[src/rtl/cop_bus_if.sv]
module cop_bus_if #(
  parameter int AW = 24,
  parameter int DW = 16,
  parameter int DEPTH = 4,
  parameter int LATW = 4,
  parameter logic [AW-1:0] OP_PORT = 24'h8000F8,
  parameter logic [AW-1:0] DAT_PORT = 24'h8000FC,
  parameter logic [AW-1:0] ALIAS_PORT = 24'h8000FE,
  parameter logic [DW-1:0] CLR_OP = 16'h00E2
) (
  input  logic          clk2,
  input  logic          rst_in,
  input  logic          ads_n,
  input  logic [AW-1:0] addr,
  input  logic          w_r,
  input  logic          m_io,
  input  logic [DW-1:0] wdata,
  output logic [DW-1:0] rdata,
  output logic          bus_rdy,
  output logic          clk_ph,
  output logic          busy,
  output logic          opnd_req,
  output logic          err,
  output logic          proto_err
);
  localparam int PW = (DEPTH > 1) ? $clog2(DEPTH) : 1;
  localparam int CW = $clog2(DEPTH + 1);

  typedef enum logic [1:0] {S_IDLE, S_LOAD, S_EXEC, S_STORE} st_t;
  st_t st;

  logic ph, tick;
  always_ff @(posedge clk2)
    if (rst_in) ph <= 1'b0;
    else        ph <= ~ph;
  assign clk_ph = ph;
  assign tick = ph;

  logic hit_op, hit_dat, sel;
  assign hit_op  = addr == OP_PORT;
  assign hit_dat = (addr == DAT_PORT) || (addr == ALIAS_PORT);
  assign sel     = !ads_n && !m_io && addr[AW-1] && (hit_op || hit_dat);

  logic cyc_op, cyc_wr;
  always_ff @(posedge clk2)
    if (rst_in) begin
      bus_rdy <= 1'b0;
      cyc_op  <= 1'b0;
      cyc_wr  <= 1'b0;
    end else if (tick) begin
      bus_rdy <= sel;
      if (sel) begin
        cyc_op <= hit_op;
        cyc_wr <= w_r;
      end
    end

  logic op_wr, dat_wr, dat_rd, op_take, clr;
  assign op_wr   = tick && bus_rdy && cyc_op && cyc_wr;
  assign dat_wr  = tick && bus_rdy && !cyc_op && cyc_wr;
  assign dat_rd  = tick && bus_rdy && !cyc_op && !cyc_wr;
  assign busy    = st != S_IDLE;
  assign op_take = op_wr && !busy && wdata != CLR_OP;
  assign clr     = op_wr && !busy && wdata == CLR_OP;

  logic [DW-1:0] mem [DEPTH];
  logic [PW-1:0] wp, rp;
  logic [CW-1:0] cnt, need, rx, k, need_in;
  logic [DW-1:0] acc, pdata;
  logic [LATW-1:0] lat;
  logic is_st, exc_f, full, empty, h_push, u_push, h_pop, u_pop, push, pop;

  assign full   = cnt == CW'(DEPTH);
  assign empty  = cnt == '0;
  assign h_push = dat_wr && st == S_LOAD && rx != need && !full;
  assign u_push = tick && st == S_STORE && k != need && !full;
  assign h_pop  = dat_rd && st == S_STORE && !empty;
  assign u_pop  = tick && st == S_EXEC && !empty;
  assign push   = h_push || u_push;
  assign pop    = h_pop || u_pop;
  assign pdata  = h_push ? wdata : acc + DW'(k);

  always_comb begin
    need_in = CW'(wdata[2:0]);
    if (int'(wdata[2:0]) > DEPTH) need_in = CW'(DEPTH);
  end

  function automatic logic [PW-1:0] nxt(input logic [PW-1:0] p);
    return (p == PW'(DEPTH - 1)) ? '0 : p + 1'b1;
  endfunction

  always_ff @(posedge clk2)
    if (push) mem[wp] <= pdata;

  always_ff @(posedge clk2)
    if (rst_in) begin
      wp <= '0;
      rp <= '0;
      cnt <= '0;
    end else begin
      if (push) wp <= nxt(wp);
      if (pop)  rp <= nxt(rp);
      cnt <= cnt + CW'(push) - CW'(pop);
    end

  assign rdata = (bus_rdy && !cyc_op && !cyc_wr && st == S_STORE && !empty) ? mem[rp] : '0;

  always_ff @(posedge clk2)
    if (rst_in) begin
      st <= S_IDLE;
      need <= '0;
      rx <= '0;
      k <= '0;
      lat <= '0;
      is_st <= 1'b0;
      exc_f <= 1'b0;
      acc <= '0;
    end else if (tick) begin
      case (st)
        S_IDLE: if (op_take) begin
          need  <= need_in;
          is_st <= wdata[3];
          lat   <= wdata[4 +: LATW];
          exc_f <= wdata[8];
          rx    <= '0;
          k     <= '0;
          if (!wdata[3] && need_in != '0) begin
            st  <= S_LOAD;
            acc <= '0;
          end else begin
            st <= S_EXEC;
          end
        end
        S_LOAD: if (h_push) begin
          rx <= rx + 1'b1;
          if (rx + 1'b1 == need) st <= S_EXEC;
        end
        S_EXEC: begin
          if (lat != '0) lat <= lat - 1'b1;
          if (!empty) acc <= acc + mem[rp];
          if (lat == '0 && empty) st <= (is_st && need != '0) ? S_STORE : S_IDLE;
        end
        S_STORE: begin
          if (u_push) k <= k + 1'b1;
          if (k == need && empty) st <= S_IDLE;
        end
        default: st <= S_IDLE;
      endcase
    end

  assign opnd_req = (st == S_LOAD && rx != need && !full) || (st == S_STORE && !empty);

  always_ff @(posedge clk2)
    if (rst_in) begin
      err <= 1'b0;
      proto_err <= 1'b0;
    end else if (tick) begin
      if (st == S_EXEC && lat == '0 && empty && exc_f) err <= 1'b1;
      else if (clr) err <= 1'b0;
      if (op_wr && busy) proto_err <= 1'b1;
    end

  a_r3_rdy_from_sel: assert property (@(posedge clk2) disable iff (rst_in)
    $rose(bus_rdy) |-> $past(sel && tick));
  a_r3_rdy_full_clock: assert property (@(posedge clk2) disable iff (rst_in)
    $rose(bus_rdy) |=> bus_rdy);
  a_r5_busy_on_take: assert property (@(posedge clk2) disable iff (rst_in)
    op_take |=> busy);
  a_r6_fifo_bound: assert property (@(posedge clk2) disable iff (rst_in)
    cnt <= CW'(DEPTH));
  a_r6_req_only_busy: assert property (@(posedge clk2) disable iff (rst_in)
    opnd_req |-> busy);
  a_r8_err_hold: assert property (@(posedge clk2) disable iff (rst_in)
    err && !clr |=> err);
  a_r9_proto_sticky: assert property (@(posedge clk2) disable iff (rst_in)
    proto_err |=> proto_err);
endmodule

[config.mk]
export PLATFORM = sky130hd
export DESIGN_NAME = cop_bus_if
export DESIGN_NICKNAME = d
export VERILOG_FILES = /design/src/rtl/cop_bus_if.sv
export SDC_FILE = /design/constraint.sdc
export NUM_CORES = 1
export LEC_CHECK = 0
export CAP_MARGIN = 20
export CORE_MARGIN = 4
export CORE_UTILIZATION = 57
export DETAILED_ROUTE_END_ITERATION = 16
export GPL_TIMING_DRIVEN = 0
export HOLD_SLACK_MARGIN = 0.15
export PLACE_DENSITY = 0.81
export SETUP_SLACK_MARGIN = 0.02
export SYNTH_ARGS = -nofsm -noshare
export SYNTH_HDL_FRONTEND = slang
export SYNTH_SLANG_ARGS = --single-unit
[constraint.sdc]
create_clock -name clk2 -period 3.5 [get_ports clk2]
set_clock_uncertainty 0.15 [all_clocks]
set_input_delay 0.35 -clock clk2 [delete_from_list [all_inputs] [get_ports clk2]]
set_output_delay 0.35 -clock clk2 [all_outputs]
set_load 0.05 [all_outputs]
==> impl_summary.log <==
[metrics] largest fanout on the critical path: 10
[metrics] effective utilization at floorplan: 58.3%
[metrics] DRC violations left: 0
[metrics] portion of total power attributed to the clock network: 34.0%
[metrics] area delta synth->final: 17.1%
[metrics] number of buffers inserted by port buffering: 65
[metrics] clock tree buffer depth: 2
[metrics] fraction of power spent switching nets: 23.0%
[metrics] leading cell type in the layout, fill and taps excluded: sky130_fd_sc_hd__clkdlybuf4s50_1
[metrics] result of the run: completed
[metrics] DPL Wire Length: 11,300 um
[metrics] clock input transition at the sequential cells of the worst setup and hold paths: 0.10 ns
[metrics] minimum clock period: 3.33 ns
[metrics] die span in x: 111 um
[metrics] Final Hold Vio Count: 0
[metrics] Std-Cell Core Area: between 10,000 and 15,000 um^2
[metrics] Ports: 67
[metrics] Post-Syn Nets: roughly 630
[metrics] Max Clk Rate: 300 MHz
[metrics] Distinct cells, synth: 70
[metrics] antenna violations before repair: 0
[metrics] overall power consumption: around 2.2 mW
[metrics] cts bufs inserted: 9
[metrics] yosys synthesis warning count: 0
[metrics] CTS Sinks: roughly 110
[metrics] primary flip-flop cell chosen by synthesis mapping: sky130_fd_sc_hd__edfxtp_1
[metrics] RSZ-0062 raised after global routing: no
[metrics] final net count: 700
[metrics] fillers: around 760
[metrics] clock tree from TritonCTS: yes
[metrics] max-capacitance violation count: 0
[metrics] fraction of the core area covered by cells at the end of the flow: 68.3%
[metrics] cell area after technology mapping: 6020 um^2
[metrics] number of standard cells after synthesis: 550
[metrics] clock network latency to the later pin of the worst-skew pair: 0.38 ns
[metrics] HP Class: in2reg
[metrics] routed wire length: 14,900 um
[metrics] hold bufs inserted after CTS: 0
[metrics] number of synthesized register bits: 112
[metrics] final non-filler cell area: 7050 um^2
[metrics] area after detailed placement: just under 7000 um^2
[metrics] Int Power: 1.71 mW
[metrics] overall global routing resource usage: 24.3%
[metrics] Congestion Overflow GR: 0
[metrics] sort of element at the end of the critical path: primary output
[metrics] DR vias: between 4,000 and 5,000
[metrics] vertical die dimension: between 100 and 150 um
[metrics] largest net degree at the start of global routing: 22
[metrics] sum of negative setup slack: 0 ns
[metrics] Logic pwr share: 3.9%
[metrics] gpl congestion: 0.906
[metrics] H-tree level count: 3
[metrics] period utilisation layout: between 90% and 100%
[metrics] share of power burned in registers: 62.1%
[metrics] classification of the worst setup path: reg2out
[metrics] proportion of synthesized flip-flops having asynchronous set or reset: 0%
[metrics] root buf cell: sky130_fd_sc_hd__clkbuf_8
[metrics] sequential share of the synthesized area: 47.9%
[metrics] violation count after the first detailed-routing iteration: 401
[metrics] sequential cell area: 2880 um^2
[metrics] Wirelength per Cell: 19.5 um
[metrics] setup ws final: 0.167 ns
[metrics] number of slew-limit violations in the final report: 0
[metrics] sw power: 0.509 mW
[metrics] number of routed nets with antenna violations: 0
[metrics] number of core rows: 37
[metrics] transition time of the tightest slew-check pin: 0.919 ns
[metrics] fraction of final layout cells with drive strength greater than 1: 9.38%
[metrics] power density of the placed cells: 314 nW/um^2
[metrics] setup slack after placement: -0.0289 ns
[metrics] number of diodes added for antenna fixing: 0
[metrics] critical path data arrival time: 2.83 ns
[metrics] Multi-input gate area: between 3000 and 4000 um^2
[metrics] Die ar.: around 12,000 um^2
[metrics] cell leakage power: 2.54 nW
[metrics] Final setup violation count: 0
[metrics] CP Data Required Time: about 3 ns
[metrics] vias in the first global route: 4,514
[metrics] syn avg cell area: approximately 11 um^2
[metrics] most frequent cells in the layout: sky130_fd_sc_hd__clkdlybuf4s50_1, sky130_fd_sc_hd__edfxtp_1, sky130_fd_sc_hd__nor2_1, sky130_fd_sc_hd__dfxtp_1, sky130_fd_sc_hd__a21oi_1
[metrics] number of search-and-repair iterations in the first detailed-routing pass: 5
[metrics] detailed-route vias per instance: approximately 6
[metrics] Max VDD drop: 0.000367 V
[metrics] number of enable flip-flop cells after synthesis: 64
[metrics] Max transition margin: 38.5%
[metrics] global-route wire length before repair: between 20,000 and 25,000 um
[metrics] kind of launch point of the worst setup path: register
## cell type report
| class | instances | share of cell area, % |
|---|---|---|
| clock inverter | 6 | 0.852 |
| timing repair buffer | 65 | 9.22 |
| clock buffer | 10 | 1.81 |
| inverter | 14 | 0.745 |
| tap | 136 | 2.41 |
| multi-input combinational | 402 | 42.6 |
| buffer | 20 | 1.51 |
| sequential | 112 | 40.9 |
## kinds of logic (layout without fill, tap and decap cells)
family / after synthesis / in the layout / synth area share, %
AOI/OAI and AO/OA: 119 / 119 / 13.1
xor gates and xnor gates: 38 / 38 / 5.53
adders and majority gates: 31 / 31 / 6.81
buffers and inverters: 36 / 115 / 2.78
DFF: 112 / 112 / 47.9
muxes: 24 / 24 / 7.67
and+or+nand+nor: 190 / 190 / 16.2
## state kept, by name (all words and copies together), names as in the netlist, 2 cells and up, named ones only
register	cells
lat	4
cnt	3
need	3
acc	16
rx	3
st	2
wp	2
mem	64
k	3
rp	2
## path summary, 6_finish.rpt
| path | startpoint | to | slack [ns] | cells past startpoint |
|---|---|---|---|---|
| worst max-delay path | st[1] | rdata[8] | 0.17 | 6 |
| worst min-delay path | rst_in | cnt[0] | 0.27 | 2 |
| worst max register to register | register | acc[15] | 0.17 | 9 |
| worst min register to register | proto_err | proto_err | 0.32 | 1 |
## layer usage
metal / share of wire (%) / track usage (%) / up-vias
li1: - / - / 2196
met1: 43 / 34.2 / 2303
met4: 1.7 / 7.39 / 0
met3: 6.8 / 3.38 / 20
met2: 48 / 39.3 / 200
met5: 0 / 0 / -
## power groups by stage
stage | combinational [mW] | sequential [mW] | clock, mW
after floorplan | 0.0164 | 1.41 | 0
after global placement | 0.0839 | 1.41 | 0
after detailed placement | 0.0846 | 1.41 | 0
after CTS | 0.0854 | 1.38 | 0.760
after global routing | 0.0898 | 1.38 | 0.826
final | 0.0862 | 1.38 | 0.753
## Yosys cell counts, drive strengths merged, types with 4 or more instances
cell	instances	area, um^2
a21o	6	46.3
xnor2	20	175
nand4	6	37.5
ha	28	350
dfxtp	48	961
nor2b	10	62.6
nand2	38	148
mux2i	6	60.1
nor4	6	37.5
a211oi	6	50.1
nor2	51	194
o211ai	5	37.5
a311oi	4	41.3
o21ai	23	119
nor3	15	75.1
a21oi	43	234
a22oi	8	60.1
inv	14	52.6
clkbuf	14	73.8
xor2	18	158
and3	4	30.0
mux4	16	379
nand2b	4	25.0
edfxtp	64	1920
nand3	13	65.1
o21a	4	30.0
and2	24	150
buf	8	41.3
## through the flow
stage          instances  hold slack (ns)
2_1_floorplan        550            0.287
3_3_place_gp         751            0.296
3_5_place_dp         751            0.301
4_1_cts              765            0.261
5_1_grt              765            0.290
6_report             765            0.268
## worst max-delay path, cell delays in order (launching register included)
cell                              delay (ns)
sky130_fd_sc_hd__dfxtp_1                0.34
sky130_fd_sc_hd__buf_2                  0.21
sky130_fd_sc_hd__nand4b_1               0.17
sky130_fd_sc_hd__nor3_4                 0.36
sky130_fd_sc_hd__clkbuf_1               0.33
sky130_fd_sc_hd__and2_1                 0.22
sky130_fd_sc_hd__clkdlybuf4s50_1        0.81
## timing repair
item,4_1_cts,5_1_grt
setup endpoints to repair,13,14
hold endpoints to repair,0,0
resized for setup,1,5
setup buffers,0,0
Power figures use the tool's default switching activity.
